### src/rtl/fb_line_addr_pkg.sv
package fb_line_addr_pkg;

  typedef enum logic [1:0] {
    FMT_PACKED = 2'd0,
    FMT_YUV422 = 2'd1,
    FMT_SEMI420 = 2'd2,
    FMT_PACKED_ALT = 2'd3
  } pix_fmt_e;

  // bytes per pixel for the main/luma plane
  function automatic logic [2:0] main_bytes_per_px(input logic [1:0] fmt, input logic [1:0] sz);
    case (fmt)
      FMT_YUV422:  return 3'd2;
      FMT_SEMI420: return 3'd1;
      default:     return {1'b0, sz} + 3'd1;
    endcase
  endfunction

  // distance between consecutive line starts, modulo 2^48
  function automatic logic [47:0] line_pitch(input logic [31:0] len, input logic [31:0] skip);
    return {16'b0, len} + {{16{skip[31]}}, skip};
  endfunction

  // unusable geometry check
  function automatic logic width_bad(input logic [1:0] fmt, input logic [31:0] w);
    return (w == 32'd0) || (fmt == FMT_YUV422 && w[0]);
  endfunction

endpackage

### src/rtl/fb_line_addr_ptr.sv
module fb_line_addr_ptr #(
  parameter int AW = 48
) (
  input  logic          clk,
  input  logic          rst_n,
  input  logic          load,
  input  logic [AW-1:0] base,
  input  logic [AW-1:0] step,
  input  logic          adv,
  output logic [AW-1:0] addr
);
  logic [AW-1:0] step_q;

  always_ff @(posedge clk or negedge rst_n) begin
    if (!rst_n) begin
      addr   <= '0;
      step_q <= '0;
    end else if (load) begin
      addr   <= base;
      step_q <= step;
    end else if (adv) begin
      addr <= addr + step_q;
    end
  end
endmodule

### src/rtl/fb_line_addr_seq.sv
module fb_line_addr_seq #(
  parameter int LW = 12
) (
  input  logic          clk,
  input  logic          rst_n,
  input  logic          start,
  input  logic          cfg_bad,
  input  logic          two_plane,
  input  logic [LW-1:0] lines,
  input  logic          desc_ready,
  output logic          desc_valid,
  output logic          plane_c,
  output logic          busy,
  output logic          err,
  output logic          load,
  output logic          adv_y,
  output logic          adv_c
);
  logic          busy_q, plane_q, err_q, two_q;
  logic [LW-1:0] ycnt, lines_q, ynext;
  logic          fire;

  assign load  = start && !busy_q;
  assign fire  = busy_q && desc_ready;
  assign ynext = ycnt + 1'b1;
  assign adv_y = fire && !plane_q;
  assign adv_c = fire && plane_q;

  always_ff @(posedge clk or negedge rst_n) begin
    if (!rst_n) begin
      busy_q  <= 1'b0;
      plane_q <= 1'b0;
      err_q   <= 1'b0;
      two_q   <= 1'b0;
      ycnt    <= '0;
      lines_q <= '0;
    end else if (load) begin
      err_q   <= cfg_bad;
      busy_q  <= !cfg_bad && (lines != '0);
      two_q   <= two_plane;
      lines_q <= lines;
      ycnt    <= '0;
      plane_q <= 1'b0;
    end else if (fire) begin
      if (!plane_q) begin
        ycnt <= ynext;
        if (two_q && !ynext[0]) plane_q <= 1'b1;
        else if (ynext == lines_q) busy_q <= 1'b0;
      end else begin
        plane_q <= 1'b0;
        if (ycnt == lines_q) busy_q <= 1'b0;
      end
    end
  end

  assign desc_valid = busy_q;
  assign plane_c    = plane_q;
  assign busy       = busy_q;
  assign err        = err_q;


  chroma_then_luma_chk: assert property (@(posedge clk) disable iff (!rst_n)
    (fire && plane_q) |=> !plane_c);

  luma_count_bound_chk: assert property (@(posedge clk) disable iff (!rst_n)
    (busy_q && !plane_q) |-> (ycnt < lines_q));

  err_quiet_chk: assert property (@(posedge clk) disable iff (!rst_n)
    err |-> !desc_valid);

  chroma_only_two_plane_chk: assert property (@(posedge clk) disable iff (!rst_n)
    (desc_valid && plane_c) |-> two_q);
endmodule

### src/rtl/fb_line_addr_gen.sv
module fb_line_addr_gen
  import fb_line_addr_pkg::*;
#(
  parameter int WW    = 13,
  parameter int LW    = 12,
  parameter int LO_W  = 32,
  parameter int EXT_W = 16
) (
  input  logic                     clk,
  input  logic                     rst_n,
  input  logic [1:0]               cfg_fmt,
  input  logic [1:0]               cfg_pix_size,
  input  logic [WW-1:0]            cfg_width,
  input  logic [LW-1:0]            cfg_lines,
  input  logic [31:0]              cfg_row_skip,
  input  logic [31:0]              cfg_row_skip_c,
  input  logic                     cfg_field,
  input  logic [LO_W-1:0]          cfg_base_main0,
  input  logic [EXT_W-1:0]         cfg_ext_main0,
  input  logic [LO_W-1:0]          cfg_base_main1,
  input  logic [EXT_W-1:0]         cfg_ext_main1,
  input  logic [LO_W-1:0]          cfg_base_chroma0,
  input  logic [EXT_W-1:0]         cfg_ext_chroma0,
  input  logic [LO_W-1:0]          cfg_base_chroma1,
  input  logic [EXT_W-1:0]         cfg_ext_chroma1,
  input  logic                     start,
  input  logic                     desc_ready,
  output logic                     desc_valid,
  output logic [LO_W+EXT_W-1:0]    desc_addr,
  output logic [WW+1:0]            desc_len,
  output logic                     desc_chroma,
  output logic                     busy,
  output logic                     cfg_err
);
  localparam int AW   = LO_W + EXT_W;
  localparam int LENW = WW + 2;

  logic [31:0]     ylen_w, clen_w;
  logic [LENW-1:0] ylen_q, clen_q;
  logic            load, adv_y, adv_c, bad, two_plane;
  logic [AW-1:0]   base_sel [2];
  logic [AW-1:0]   step_sel [2];
  logic [AW-1:0]   addr_p   [2];
  logic            adv_p    [2];

  assign ylen_w    = 32'(cfg_width) * 32'(main_bytes_per_px(cfg_fmt, cfg_pix_size));
  assign clen_w    = 32'(cfg_width) + 32'(cfg_width[0]);
  assign bad       = width_bad(cfg_fmt, 32'(cfg_width));
  assign two_plane = (cfg_fmt == FMT_SEMI420);

  assign base_sel[0] = cfg_field ? {cfg_ext_main1, cfg_base_main1} : {cfg_ext_main0, cfg_base_main0};
  assign base_sel[1] = cfg_field ? {cfg_ext_chroma1, cfg_base_chroma1} : {cfg_ext_chroma0, cfg_base_chroma0};
  assign step_sel[0] = AW'(line_pitch(ylen_w, cfg_row_skip));
  assign step_sel[1] = AW'(line_pitch(clen_w, cfg_row_skip_c));
  assign adv_p[0]    = adv_y;
  assign adv_p[1]    = adv_c;

  always_ff @(posedge clk or negedge rst_n) begin
    if (!rst_n) begin
      ylen_q <= '0;
      clen_q <= '0;
    end else if (load) begin
      ylen_q <= ylen_w[LENW-1:0];
      clen_q <= clen_w[LENW-1:0];
    end
  end

  for (genvar p = 0; p < 2; p++) begin : g_plane
    fb_line_addr_ptr #(.AW(AW)) u_ptr (
      .clk  (clk),
      .rst_n(rst_n),
      .load (load),
      .base (base_sel[p]),
      .step (step_sel[p]),
      .adv  (adv_p[p]),
      .addr (addr_p[p])
    );
  end

  fb_line_addr_seq #(.LW(LW)) u_seq (
    .clk       (clk),
    .rst_n     (rst_n),
    .start     (start),
    .cfg_bad   (bad),
    .two_plane (two_plane),
    .lines     (cfg_lines),
    .desc_ready(desc_ready),
    .desc_valid(desc_valid),
    .plane_c   (desc_chroma),
    .busy      (busy),
    .err       (cfg_err),
    .load      (load),
    .adv_y     (adv_y),
    .adv_c     (adv_c)
  );

  assign desc_addr = desc_chroma ? addr_p[1] : addr_p[0];
  assign desc_len  = desc_chroma ? clen_q : ylen_q;


  hold_on_stall_chk: assert property (@(posedge clk) disable iff (!rst_n)
    (desc_valid && !desc_ready) |=>
      ($stable(desc_addr) && $stable(desc_len) && $stable(desc_chroma) && desc_valid));

  no_restart_busy_chk: assert property (@(posedge clk) disable iff (!rst_n)
    (busy && start) |-> !load);
endmodule

### config.mk
export PLATFORM = sky130hd
export DESIGN_NAME = fb_line_addr_gen
export DESIGN_NICKNAME = d
export VERILOG_FILES = /design/src/rtl/fb_line_addr_pkg.sv /design/src/rtl/fb_line_addr_ptr.sv /design/src/rtl/fb_line_addr_seq.sv /design/src/rtl/fb_line_addr_gen.sv
export SDC_FILE = /design/constraint.sdc
export NUM_CORES = 1
export LEC_CHECK = 0
export ABC_AREA = 1
export BUFFER_PORTS_ARGS = -buffer_cell sky130_fd_sc_hd__buf_2
export CAP_MARGIN = 10
export CORE_MARGIN = 5
export CORE_UTILIZATION = 39
export DETAILED_ROUTE_END_ITERATION = 6
export PLACE_DENSITY = 0.54
export SLEW_MARGIN = 20
export SYNTH_ARGS = -nofsm -noshare
export SYNTH_HDL_FRONTEND = slang
export SYNTH_SLANG_ARGS = --single-unit
### constraint.sdc
create_clock -name clk -period 6.1 [get_ports clk]
set_input_delay 1.22 -clock clk [delete_from_list [all_inputs] [get_ports clk]]
set_output_delay 1.22 -clock clk [all_outputs]
set_load 0.02 [all_outputs]
After elaboration in Yosys (flattened, before gate mapping) --
Index checks and enable logic that the tools add are counted.
Storage, ports and cells: flip-flop bits (word level) 250, input bits 290, output and inout port bits 67, logic and storage cells 69
Cells by class: add/sub/neg operators 7, multipliers 1, equality and inequality tests 7, muxes and demuxes 22, reductions and logical operators 20
Operators with widths (number):
- $mux 48 | 7
- $add 48x48->48 | 2
- $mux 12 | 3
- $add 15x32->33 | 1
- $add 17x32->33 | 1
- $eq 12x12->1 | 2
- $mul 13x3->16 | 1
- $mux 15 | 1
- $add 13x1->14 | 1
- $logic_not 13->1 | 1
- $add 12x1->12 const B | 1
- $reduce_bool 12->1 | 1
- $mux 1 | 10
- $logic_and 1x1->1 | 7
- $pmux 3 s2 | 1
- $reduce_bool 2->1 | 3
- $logic_not 1->1 | 4
- $reduce_and 4->1 | 1
- $add 2x1->3 const B | 1
- $ne 3x2->1 const B | 1
- $ne 3x3->1 const B | 1
- $reduce_bool 3->1 | 1
- $eq 2x1->1 const B | 1
- $eq 2x2->1 const B | 1
- other kinds (3) | 3

Logic depth before layout (Yosys ltp) --
Gate-level depths: netlist (run 1).
word-level depth 7, depth in mapped cells 31

By module --
From an unflattened synthesis (run 1), not the netlist that was laid out.
Second synthesis, totals: cell total of the unflattened synthesis 3840, area total of the unflattened synthesis 25235.5 sq um
By module, submodules not included:
- fb_line_addr_ptr at g_plane[0].u_ptr | instances 1, cells each 1196, area an instance 7911.3 sq um, seq. area each 2402.3 sq um
- fb_line_addr_ptr at g_plane[1].u_ptr | instances 1, cells each 1194, area an instance 7898.8 sq um, seq. area each 2402.3 sq um
- fb_line_addr_gen | instances 1, cells each 1223, area an instance 7682.4 sq um, seq. area each 700.7 sq um
- fb_line_addr_seq | instances 1, cells each 227, area an instance 1742.9 sq um, seq. area each 700.7 sq um

Worst setup path after synthesis (run 1) --
OpenSTA, ideal clock, no wires.
path kind input -> register, start point in cfg_fmt[0], end point reg g_plane[0].u_ptr.step_q[30], arrival time 5.259 ns, required time 5.982 ns, path slack 0.723 ns, stages on the path 27, cell sequence inv_1 -> ha_1 -> o21ai_0 -> clkinv_1 -> nand2_1 -> fa_1 -> inv_1 -> ha_1 -> a21oi_1 -> nand2_1 -> nand2_1 -> nand2_1 -> o21ai_0 -> o21ai_2 -> nand2_1 -> nand3b_1 -> and2_1 -> ha_1 -> nand2_1 -> inv_1 -> nand3_1 -> nor3_1 -> nand3_1 -> nand3_1 -> nand3_1 -> nand3_1 -> nand2_1
Between the ends: cells in the longest elaborated chain, start to end 4
Ends and longest elaborated chain:
- start, declared | RTL line fb_line_addr_gen.sv:11 | input logic [1:0] cfg_fmt,
- $eq 2x2->1 / $eq 2x1->1 (equally long branches) | RTL line fb_line_addr_pkg.sv:12 | case (fmt)
- $pmux 3 s2 (*) | RTL line fb_line_addr_pkg.sv:12
- $mul 13x3->16 (*) | RTL line fb_line_addr_gen.sv:46 | assign ylen_w = 32'(cfg_width) * 32'(main_bytes_per_px(cfg_fmt, cfg_pix_size));
- net ylen_w[11] | RTL line fb_line_addr_gen.sv:38 | logic [31:0] ylen_w, clen_w;
- $add 17x32->33 (*) | RTL line fb_line_addr_pkg.sv:21 | return {16'b0, len} + {{16{skip[31]}}, skip};
- end signal, assigned | RTL line fb_line_addr_ptr.sv:20 | step_q <= step;
- end, declared | RTL line fb_line_addr_ptr.sv:12 | logic [AW-1:0] step_q;
Mark *: on every way through the listed nets, which the timed path passes. The rest lies on a longest branch. A chain may end at the register's enable or synchronous reset.

Worst setup path in the final report (run 1) --
start point in cfg_fmt[0], end point reg g_plane[0].u_ptr.step_q[31]
The elaborated chain is that of the path after synthesis.

==> impl_metrics.json, run 1 <==
{
  "final.setup.tns_ns": 0,
  "run_status": "complete, but fails checks",
  "timing.hold.worst.class": "reg -> reg",
  "worst_setup_hold_path_clk_slew_ns": 0.06,
  "max_slew.worst_pin.slew_ns": 1.019,
  "cp_data_required_time_ns": 6.59,
  "drive_gt1_share_pct": 11.59,
  "synth_area_leaders": "sky130_fd_sc_hd__dfrtp_1 23%, sky130_fd_sc_hd__nand2_1 22%, sky130_fd_sc_hd__inv_1 11%",
  "first_pass_iters": 7,
  "fmaxAchievable_mhz": 185.9,
  "die_x_um": 254.8,
  "yosysUniqueCellTypes": 50,
  "synth_top_cell_area_share_pct": 23.33,
  "core_sq_mm": 0.05924,
  "die_h_um": 254.8,
  "yosys-top-cells-count": "1,372 x sky130_fd_sc_hd__nand2_1, 671 x sky130_fd_sc_hd__inv_1, 452 x sky130_fd_sc_hd__nor2_1, 293 x sky130_fd_sc_hd__o21ai_0, 232 x sky130_fd_sc_hd__nand3_1",
  "routed_wirelength_um": 99120,
  "final_util_pct": 45.39,
  "cts.root.buffer_cell": "sky130_fd_sc_hd__clkbuf_16",
  "antenna_cells": 0,
  "place.detailed.instances": 5076,
  "synth_largest_area_cell": "sky130_fd_sc_hd__dfrtp_1",
  "first_pass_grt_wire_length_um": 146700,
  "final-instance-count-excl-fill": 5132,
  "remaining_global_route_overflow": 0,
  "timing_hold_violations_final": 0,
  "areaGrowthSynthToFinish_pct": 15.01,
  "cp_data_arrival_time_ns": 5.87,
  "synth-main-ff-cell": "sky130_fd_sc_hd__dfrtp_1",
  "synth_enable_flop_cells": 0,
  "cts_htree_levels": 1,
  "post-route-min-period_ns": 5.378,
  "num_rows": 89,
  "postSynthRegisterBits": 218,
  "drt_first_iter_violations": 2278,
  "fin_crit_sh_pct": 88.16,
  "fraction_of_synthesis_flops_using_an_asynchronous_set_or_reset_pin_pct": 100.0,
  "max-cap-violations": 0,
  "cts_setup_buffers": 0,
  "floorplan.io_pins": 357,
  "final-max-slew-violation-count": 0,
  "maximum_number_of_pins_on_one_net_before_global_route_repair": 102,
  "clock_tree_from_tritoncts": "done",
  "clock-skew-final_ns": 0.02538,
  "critPathLaunchType": "input port",
  "gr-usage-all-layers_pct": 29.19,
  "grt_pass1_vias": 24598,
  "drc": 6,
  "clkLatencyLatePin_ns": 0.60,
  "synthesis.yosys.warnings": 0,
  "layout.nets": 4785,
  "synth.avg_cell_area_sq_um": 5.805,
  "cts_max_path_buffers": 3,
  "failing_checks": "design-rule violations",
  "timing.final.setup_violations": 0,
  "place.detailed.hpwl_um": 81500,
  "synthesis.nets": 4477,
  "synth_seq_area_share_pct": 23.33,
  "number_of_vias_per_cell_after_detailed_routing": 5.090,
  "relSlewSlack_pct": 31.63,
  "floorplan.die_area_sq_mm": 0.06494,
  "post-synth-top-count-cell": "sky130_fd_sc_hd__nand2_1",
  "initial_core_util_pct": 39.46,
  "avgRoutedWirePerCell_um": 19.31,
  "clock_sink_count": 218,
  "placement.io_buffers": 356,
  "worst_setup_path_type": "in -> reg",
  "grt_antenna_before_repair": 3,
  "synth.cell_area_sq_mm": 0.02338,
  "numCtsBuffers": 30,
  "rsz_0062_raised_after_global_routing": "false",
  "cellPowerDensity_mw_per_mm2": 610.5,
  "cellLeakagePower_nw": 15.20,
  "critPathMaxFanout": 7,
  "cts-resized-gates": 0,
  "setup.worst_path.end_class": "register",
  "via_total_after_detailed_routing": 26122,
  "worst_ir_drop_vdd_mv": 0.2753,
  "cts_hold_buffers": 0,
  "post_synth_inst_count": 4027,
  "final_antenna_net_count": 0,
  "gpl_wtd_cong": 0.9555
}
cell families (layout without fill, tap and decap cells):
group	after synthesis	in the layout	share of synthesized area (%)
buffers and inverters	788	1120	13.01
AOI/OAI and AO/OA	585	585	13.36
adders and majority gates	160	160	9.077
DFF	218	218	23.33
xor gates and xnor gates	63	63	2.392
and+or+nand+nor	2213	2213	38.83
cells in the final DEF (no fill, tap or decap), drive strengths merged, types with 7 or more instances in the layout:
cell / instances
clkbuf: 41
a22oi: 12
fa: 16
a31oi: 38
xor2: 40
buf: 378
nor3: 30
o21ai: 316
nand3: 240
o21bai: 8
o22ai: 17
nand3b: 10
a21oi: 175
nor4: 16
dfrtp: 218
nor2: 471
and2: 7
or2: 19
inv: 682
nand4: 44
xnor2: 23
clkinv: 12
nand2: 1375
a21o: 9
ha: 144
through the flow:
stage / total power, mW / setup WS, ns / hold slack, ns / area, sq um
2_1_floorplan: 10.69 / 0.7234 / 0.4422 / 23380
3_3_place_gp: 14.40 / 0.2061 / 0.4601 / 25860
3_5_place_dp: 14.43 / 0.1788 / 0.4610 / 25860
4_1_cts: 16.37 / 0.8105 / 0.4737 / 26890
5_1_grt: 18.00 / 0.2581 / 0.4829 / 26890
6_report: 16.41 / 0.7221 / 0.4702 / 26890
critical path, stage by stage:
cell	delay, ns
sky130_fd_sc_hd__buf_2	0.09
sky130_fd_sc_hd__inv_1	0.04
sky130_fd_sc_hd__ha_1	0.33
sky130_fd_sc_hd__o21ai_0	0.39
sky130_fd_sc_hd__clkinv_1	0.19
sky130_fd_sc_hd__buf_4	0.20
sky130_fd_sc_hd__nand2_1	0.09
sky130_fd_sc_hd__fa_1	0.41
sky130_fd_sc_hd__inv_1	0.06
sky130_fd_sc_hd__ha_1	0.26
sky130_fd_sc_hd__a21oi_1	0.20
sky130_fd_sc_hd__o21ai_1	0.15
sky130_fd_sc_hd__a21oi_1	0.31
sky130_fd_sc_hd__o21ai_1	0.13
sky130_fd_sc_hd__xor2_1	0.27
sky130_fd_sc_hd__ha_1	0.35
sky130_fd_sc_hd__a21oi_1	0.20
sky130_fd_sc_hd__o21a_1	0.20
sky130_fd_sc_hd__nor2_1	0.07
sky130_fd_sc_hd__nor2_1	0.15
sky130_fd_sc_hd__nand3_1	0.14
sky130_fd_sc_hd__and2_2	0.21
sky130_fd_sc_hd__a21oi_1	0.13
sky130_fd_sc_hd__nor2_1	0.06
registers in the layout, indices dropped and copies added, names as in the netlist:
signal / flops
g_plane.u_ptr.addr: 96
g_plane.u_ptr.step_q: 66
ylen_q: 15
clen_q: 13
u_seq.lines_q: 12
u_seq.ycnt: 12
u_seq.busy: 1
u_seq.err: 1
u_seq.plane_c: 1
u_seq.two_q: 1
path summary, 6_finish.rpt:
path	start	slack (ns)	cells after the start	end
max in group asynchronous	rst_n	4.24	2	g_plane[1].u_ptr.addr[42]
hold reg to reg	clen_q[1]	0.47	2	clen_q[1]
hold / removal	clen_q[1]	0.47	2	clen_q[1]
setup / recovery	cfg_fmt[0]	0.72	24	g_plane[0].u_ptr.step_q[31]
min in group asynchronous	rst_n	0.64	1	u_seq.lines_q[5]
setup reg to reg	u_seq.busy	3.28	7	g_plane[1].u_ptr.addr[17]
layer usage:
metal / vias to the layer above / GRT usage [%] / part of all wire, %
li1: 13274 / - / -
met1: 11867 / 41.44 / 46
met2: 865 / 46.38 / 43
met3: 114 / 4.014 / 6.8
met4: 2 / 9.080 / 3.6
met5: - / 0 / 0.013
area by class of cell:
class	instances	area [sq um]
clock buffers	41	853.3
inverters	686	2581
clock inverters	15	171.4
multi-input cells	3021	14880
fillers	6665	32350
well taps	773	967.2
flip-flops and latches	218	5459
repair buffers	378	1972
where the power goes:
group,internal [mW],leakage [nW],switching [mW]
clock network,1.10,0.493,0.751
registers,2.15,2.59,0.766
logic,3.69,12.1,7.96
No activity file was read; power rests on OpenSTA's default activity.
==> run 2: changes to the inputs <==
--- a/config.mk
+++ b/config.mk
@@ -11,7 +11,7 @@
 export CORE_MARGIN = 5
 export CORE_UTILIZATION = 39
 export DETAILED_ROUTE_END_ITERATION = 6
-export PLACE_DENSITY = 0.54
+export PLACE_DENSITY = 0.57
 export SLEW_MARGIN = 20
 export SYNTH_ARGS = -nofsm -noshare
 export SYNTH_HDL_FRONTEND = slang
==> constraint.sdc (replaced) <==
create_clock -name clk -period 4.8 [get_ports clk]
set_input_delay 0.96 -clock clk [delete_from_list [all_inputs] [get_ports clk]]
set_output_delay 0.96 -clock clk [all_outputs]
set_load 0.1 [all_outputs]
==> impl_metrics.json, run 2 (synthesis gave the netlist of run 1 again) <==
{
  "run_status": "complete, no violations",
  "numCtsBuffers": 29,
  "timing.reg2reg.setup_slack_ns": 1.99,
  "timing.final.setup_violations": 0,
  "max-cap-violations": 0,
  "r2r-start": "u_seq.plane_c",
  "grt_pass1_vias": 24608,
  "timing_hold_violations_final": 0,
  "cellLeakagePower_nw": 15.72,
  "drt_first_iter_violations": 2345,
  "max_slew.worst_pin.slew_ns": 0.8776,
  "layout.cells.most_common_list": "1,364 x sky130_fd_sc_hd__nand2_1, 667 x sky130_fd_sc_hd__inv_1, 449 x sky130_fd_sc_hd__nor2_1, 354 x sky130_fd_sc_hd__buf_2, 289 x sky130_fd_sc_hd__o21ai_0",
  "post-route-min-period_ns": 4.518,
  "globalRouteMet2Util_pct": 45.70,
  "floorplan.die_area_sq_mm": 0.06494,
  "cp_data_arrival_time_ns": 4.98,
  "layout_top_registers": "g_plane.u_ptr.addr (96), g_plane.u_ptr.step_q (66), ylen_q (15)",
  "grt_antenna_before_repair": 2,
  "layout.nets": 4870,
  "gr-max-usage-layer": "met2",
  "gpl_wtd_cong": 0.9934,
  "relSlewSlack_pct": 41.41,
  "maximum_number_of_pins_on_one_net_before_global_route_repair": 157,
  "die_h_um": 254.8,
  "final_common_cell": "sky130_fd_sc_hd__nand2_1",
  "drc": 0,
  "floorplan.io_pins": 357,
  "via_total_after_detailed_routing": 26436,
  "worst_ir_drop_vdd_mv": 0.7683,
  "cts.root.buffer_cell": "sky130_fd_sc_hd__clkbuf_16",
  "cts_htree_levels": 1,
  "critPathMaxFanout": 5,
  "critPathLaunchType": "input port",
  "number_of_vias_per_cell_after_detailed_routing": 5.068,
  "routed_wirelength_um": 99280,
  "remaining_global_route_overflow": 0,
  "placement.io_buffers": 356,
  "cp_data_required_time_ns": 5.26,
  "r2r_end": "g_plane[0].u_ptr.addr[28]",
  "place_area_sq_mm": 0.02652,
  "core_sq_mm": 0.05924,
  "clkLatencyLatePin_ns": 0.61,
  "worst_setup_hold_path_clk_slew_ns": 0.06,
  "final_antenna_net_count": 0,
  "cts_hold_buffers": 0,
  "first_pass_grt_wire_length_um": 147100,
  "worst_setup_path_type": "in -> reg",
  "avgRoutedWirePerCell_um": 19.03,
  "fin_crit_sh_pct": 94.13,
  "first_pass_iters": 6,
  "grt_use_met3_pct": 3.861,
  "antenna_cells": 0,
  "num_rows": 89,
  "setup.worst_path.end_class": "register",
  "cts_max_path_buffers": 3,
  "worst_hold_slack_ns": 0.3528,
  "final-max-slew-violation-count": 0,
  "fillers": 6539,
  "die_x_um": 254.8,
  "initial_core_util_pct": 39.46,
  "clock_sink_count": 218,
  "fin_total_pwr_mw": 23.54,
  "clock-skew-final_ns": 0.02641,
  "largest-register": "g_plane.u_ptr.addr",
  "clock_tree_from_tritoncts": "done",
  "gr-usage-all-layers_pct": 29.35,
  "r2r_cells": 8,
  "largest_register_ff_count": 96,
  "grt_use_met1_pct": 42.47,
  "place.detailed.hpwl_um": 81780,
  "cellPowerDensity_mw_per_mm2": 845.4,
  "areaGrowthSynthToFinish_pct": 19.12,
  "timing.hold.worst.class": "in -> async",
  "fmaxAchievable_mhz": 221.3,
  "drive_gt1_share_pct": 14.34,
  "final_area_sq_mm": 0.02785,
  "final_util_pct": 47.01
}
[run 2: what timing repair did]
action,4_1_cts,5_1_grt
hold endpoints to repair,0,0
endpoints found under the setup margin,0,23
resized for setup,0,47
setup buffers,0,5
[run 2: final cells by class]
cell class / instances / area (sq um) / area share (%)
sequential: 218 / 5459 / 19.60
tap: 773 / 967.2 / 3.473
timing repair buffer: 464 / 2655 / 9.534
multi-input combinational: 3021 / 15100 / 54.21
clock inverter: 21 / 334.1 / 1.200
clock buffer: 33 / 750.7 / 2.696
inverter: 686 / 2587 / 9.291
[run 2: layer usage]
metal	vias to the layer above	routed length, um
li1	13427	-
met1	12005	46340
met2	891	42200
met3	113	7123
met4	0	3618
met5	-	0
[run 2: metrics by stage]
stage / TNS [ns] / setup WS (ns) / instances
after floorplan: 0 / 0.01149 / 4027
after global placement: -8.314 / -0.4552 / 5157
after detailed placement: -9.544 / -0.4837 / 5157
after CTS: 0 / 0.1380 / 5211
after global routing: -0.03800 / -0.01508 / 5216
final: 0 / 0.2817 / 5216
[run 2: worst max path at each step]
| stage | end | slack [ns] | cells after the start | startpoint |
|---|---|---|---|---|
| after global routing | g_plane[0].u_ptr.step_q[28] | -0.02 | 26 | cfg_fmt[0] |
| final | g_plane[0].u_ptr.step_q[9] | 0.28 | 21 | cfg_fmt[0] |
| after CTS | g_plane[0].u_ptr.step_q[31] | 0.14 | 22 | cfg_fmt[0] |
| after floorplan | g_plane[0].u_ptr.step_q[31] | 0.01 | 28 | cfg_fmt[0] |
| after global placement | g_plane[0].u_ptr.step_q[31] | -0.46 | 21 | cfg_fmt[0] |
| after detailed placement | g_plane[0].u_ptr.step_q[31] | -0.48 | 22 | cfg_fmt[0] |
[run 2: report_power, final]
| part | leakage (nW) | internal (mW) | switching, mW |
|---|---|---|---|
| clock | 0.519 | 1.56 | 0.958 |
| sequential | 2.59 | 2.73 | 0.955 |
| combinational | 12.6 | 4.91 | 12.4 |
[run 2: worst max-delay path, stage by stage]
cell and delay [ns]:
sky130_fd_sc_hd__buf_2 0.11, sky130_fd_sc_hd__inv_1 0.05, sky130_fd_sc_hd__ha_2 0.31, sky130_fd_sc_hd__o21ai_2 0.27
sky130_fd_sc_hd__nor2_1 0.09, sky130_fd_sc_hd__fa_1 0.49, sky130_fd_sc_hd__ha_1 0.18, sky130_fd_sc_hd__inv_1 0.06
sky130_fd_sc_hd__fa_2 0.37, sky130_fd_sc_hd__o21ai_2 0.20, sky130_fd_sc_hd__buf_4 0.14, sky130_fd_sc_hd__xor2_1 0.19
sky130_fd_sc_hd__inv_1 0.09, sky130_fd_sc_hd__ha_1 0.34, sky130_fd_sc_hd__a21oi_1 0.20, sky130_fd_sc_hd__nor2_1 0.06
sky130_fd_sc_hd__nor2_1 0.15, sky130_fd_sc_hd__nand2_1 0.10, sky130_fd_sc_hd__a31oi_1 0.27, sky130_fd_sc_hd__xor2_1 0.23
sky130_fd_sc_hd__o21ai_0 0.10
==> run 3: changes to the inputs <==
--- a/config.mk
+++ b/config.mk
@@ -5,13 +5,12 @@
 export SDC_FILE = /design/constraint.sdc
 export NUM_CORES = 1
 export LEC_CHECK = 0
-export ABC_AREA = 1
 export BUFFER_PORTS_ARGS = -buffer_cell sky130_fd_sc_hd__buf_2
 export CAP_MARGIN = 10
 export CORE_MARGIN = 5
 export CORE_UTILIZATION = 39
 export DETAILED_ROUTE_END_ITERATION = 6
-export PLACE_DENSITY = 0.57
+export PLACE_DENSITY = 0.58
 export SLEW_MARGIN = 20
 export SYNTH_ARGS = -nofsm -noshare
 export SYNTH_HDL_FRONTEND = slang
==> impl_metrics.json, run 3 <==
{
  "max_slew.worst_pin.slew_ns": 1.015,
  "timing_hold_violations_final": 0,
  "fmaxAchievable_mhz": 192.1,
  "fillers": 4701,
  "synth_enable_flop_cells": 0,
  "failing_checks": "negative setup slack",
  "core_sq_mm": 0.04775,
  "remaining_global_route_overflow": 0,
  "max-cap-violations": 0,
  "post-place-ws_ns": -1.352,
  "slowest_stage": "sky130_fd_sc_hd__fa_1",
  "num_rows": 80,
  "cellPowerDensity_mw_per_mm2": 815.7,
  "synth-main-ff-cell": "sky130_fd_sc_hd__dfrtp_1",
  "wl_met1_um": 29340,
  "drc": 0,
  "layout_top_registers": "g_plane.u_ptr.addr (96), g_plane.u_ptr.step_q (66), ylen_q (15)",
  "clock_tree_from_tritoncts": "done",
  "drt_first_iter_violations": 1183,
  "critPathMostFrequentCell": "sky130_fd_sc_hd__a21oi_2",
  "top_layer_used": "met5",
  "post-route-worst-setup-slack_ns": -0.4064,
  "fraction_of_synthesis_flops_using_an_asynchronous_set_or_reset_pin_pct": 100.0,
  "comb_power_share_pct": 68.4,
  "place.detailed.instances": 3215,
  "total_switching_power_mw": 10.14,
  "share_seq_of_total_power_pct": 19.6,
  "placement.io_buffers": 356,
  "yosys-top-cells-count": "332 x sky130_fd_sc_hd__nand2_1, 218 x sky130_fd_sc_hd__dfrtp_1, 191 x sky130_fd_sc_hd__a21oi_1, 148 x sky130_fd_sc_hd__o21ai_0, 144 x sky130_fd_sc_hd__ha_1",
  "netSwitchingFraction_pct": 53.95,
  "met3_wirelength_um": 3466,
  "r2r_end": "g_plane[0].u_ptr.addr[42]",
  "grt_antenna_before_repair": 1,
  "post-synth-top-count-cell": "sky130_fd_sc_hd__nand2_1",
  "die_h_um": 229.6,
  "worst_setup_hold_path_clk_slew_ns": 0.06,
  "number_of_vias_per_cell_after_detailed_routing": 5.510,
  "r2r_cells": 14,
  "r2r-start": "g_plane[0].u_ptr.addr[0]",
  "timing.reg2reg.setup_slack_ns": 0.87,
  "gr-usage-all-layers_pct": 24.07,
  "synth_seq_area_share_pct": 29.00,
  "timing.critical_path.max_delay_family": "compound AO/OA/AOI/OAI gates",
  "run_status": "complete, but fails checks",
  "cellLeakagePower_nw": 11.25,
  "timing.final.setup_violations": 18,
  "yosysUniqueCellTypes": 73,
  "synth_top_cell_area_share_pct": 29.00,
  "dr_wl_met2_um": 31500,
  "synth.avg_cell_area_sq_um": 8.324,
  "floorplan.die_area_sq_mm": 0.05273,
  "routed_wirelength_um": 66430,
  "cp_data_arrival_time_ns": 5.61,
  "timing.hold.worst.class": "in -> async",
  "clkLatencyLatePin_ns": 0.57,
  "final-instance-count-excl-fill": 3276,
  "internal_power_mw": 8.653,
  "critical-path-max-stage-delay_ns": 0.46,
  "largest-register": "g_plane.u_ptr.addr",
  "grt_pass1_vias": 17846,
  "layout.cells.most_common_list": "353 x sky130_fd_sc_hd__buf_2, 329 x sky130_fd_sc_hd__nand2_1, 217 x sky130_fd_sc_hd__dfrtp_1, 184 x sky130_fd_sc_hd__a21oi_1, 142 x sky130_fd_sc_hd__ha_1",
  "cts_max_path_buffers": 3,
  "rsz_0062_raised_after_global_routing": "true",
  "synth.cell_area_sq_mm": 0.01881,
  "first_pass_iters": 5,
  "clock_sink_count": 218,
  "drive_gt1_share_pct": 24.88,
  "first_pass_grt_wire_length_um": 101600,
  "cts_hold_buffers": 0,
  "final.setup.tns_ns": -6.339,
  "gpl_wtd_cong": 0.9130,
  "post_synth_inst_count": 2260,
  "floorplan.io_pins": 357,
  "synth_area_leaders": "sky130_fd_sc_hd__dfrtp_1 29%, sky130_fd_sc_hd__ha_1 9.6%, sky130_fd_sc_hd__nand2_1 6.6%",
  "worst_ir_drop_vdd_mv": 0.6655,
  "worst_path_buffer_plus_inverter_count": 4,
  "antenna_cells": 0,
  "initial_core_util_pct": 39.40,
  "via_total_after_detailed_routing": 18052,
  "place.detailed.hpwl_um": 51780,
  "avgRoutedWirePerCell_um": 20.28,
  "cp_data_required_time_ns": 5.21,
  "synthesis.yosys.warnings": 0,
  "place_area_sq_mm": 0.02185,
  "synth_largest_area_cell": "sky130_fd_sc_hd__dfrtp_1",
  "final_area_sq_mm": 0.02304,
  "synthesis.nets": 2710,
  "fin_crit_sh_pct": 108.5,
  "critPathLaunchType": "input port",
  "cts.root.buffer_cell": "sky130_fd_sc_hd__clkbuf_16",
  "final_common_cell": "sky130_fd_sc_hd__buf_2",
  "setup.worst_path.end_class": "register",
  "part_of_the_power_in_the_clock_network_pct": 12.0,
  "critPathMaxFanout": 12,
  "cts_htree_levels": 1,
  "final_antenna_net_count": 0,
  "clock-skew-final_ns": 0.01911,
  "worst_setup_path_type": "in -> reg",
  "final-max-slew-violation-count": 0,
  "layout.nets": 3088,
  "maximum_number_of_pins_on_one_net_before_global_route_repair": 104,
  "relSlewSlack_pct": 32.07,
  "die_x_um": 229.6,
  "largest_register_ff_count": 96,
  "numCtsBuffers": 29,
  "areaGrowthSynthToFinish_pct": 22.46,
  "post-route-min-period_ns": 5.206,
  "postSynthRegisterBits": 218
}
[run 3: cell types whose count changed after synthesis, moves of 69 or more]
cell,previous run,this run
sky130_fd_sc_hd__a211oi_1,2,71
sky130_fd_sc_hd__inv_1,671,72
sky130_fd_sc_hd__mux2_2,0,76
sky130_fd_sc_hd__mux2i_1,0,80
sky130_fd_sc_hd__nand2_1,1372,332
sky130_fd_sc_hd__nand3_1,232,45
sky130_fd_sc_hd__nor2_1,452,131
sky130_fd_sc_hd__o21ai_0,293,148
sky130_fd_sc_hd__xnor2_1,23,92
[run 3: final cells by class]
cell class,instances,area (sq um),area share (%)
clock buffers,36,792.0,3.438
multi-input cells,1855,12900,55.98
inverters,72,277.8,1.206
well taps,615,769.5,3.340
clock inverters,18,188.9,0.8201
repair buffers,462,2658,11.54
flip-flops and latches,218,5456,23.68
[run 3: power groups by stage]
stage | registers [mW] | clock network [mW] | logic (mW)
final | 3.68 | 2.26 | 12.9
after global routing | 3.78 | 2.39 | 14.0
after CTS | 3.71 | 2.31 | 12.8
after detailed placement | 3.73 | 0 | 12.7
after global placement | 3.72 | 0 | 12.6
after floorplan | 3.29 | 0 | 10.2
[run 3: per-layer routing]
metal / vias up / track usage (%)
li1: 8868 / -
met1: 8585 / 31.80
met2: 506 / 41.33
met3: 91 / 3.220
met4: 2 / 6.916
met5: - / 0
[run 3: how the worst max path moves through the flow]
stage | endpoint | from | cells after the start | slack (ns)
after floorplan | g_plane[0].u_ptr.step_q[22] | cfg_fmt[0] | 28 | -0.63
after global placement | g_plane[0].u_ptr.step_q[20] | cfg_fmt[0] | 25 | -1.23
after detailed placement | g_plane[0].u_ptr.step_q[46] | cfg_fmt[0] | 25 | -1.35
final | g_plane[0].u_ptr.step_q[23] | cfg_fmt[0] | 29 | -0.41
after global routing | g_plane[0].u_ptr.step_q[23] | cfg_fmt[0] | 29 | -0.71
after CTS | g_plane[0].u_ptr.step_q[27] | cfg_fmt[0] | 28 | -0.52
[run 3: worst reg2reg max path: cells and delay by family (launching register included)]
kind,cells,cell delay (ns)
AO/OA/AOI/OAI,8,2.15
XOR/XNOR,1,0.19
adder cells (fa/ha/maj),2,0.61
buffers and inverters,1,0.07
flip-flops,1,0.43
AND/OR/NAND/NOR,2,0.33
[run 3: what timing repair did]
| action | in CTS | in global routing |
|---|---|---|
| buffers inserted | 5 | 4 |
| resized for setup | 12 | 32 |
| endpoints found under the setup margin | 21 | 23 |
| pin swaps | 25 | 25 |
[run 3: per-stage QoR]
step / power (mW) / util (%) / hold slack, ns
2_1_floorplan: 13.46 / - / 0.4401
3_3_place_gp: 16.33 / 45.74 / 0.4540
3_5_place_dp: 16.40 / 45.75 / 0.4619
4_1_cts: 18.80 / 47.96 / 0.4764
5_1_grt: 20.21 / 48.25 / 0.4712
6_report: 18.79 / 48.25 / 0.3885
[run 3: logic make-up after synthesis]
logic type	synth area share [%]
AO/OA/AOI/OAI	21.93
flip-flops	29.00
AND/OR/NAND/NOR	17.11
XOR/XNOR	8.101
multiplexers	8.806
buffers and inverters	3.778
adder cells (fa/ha/maj)	11.28
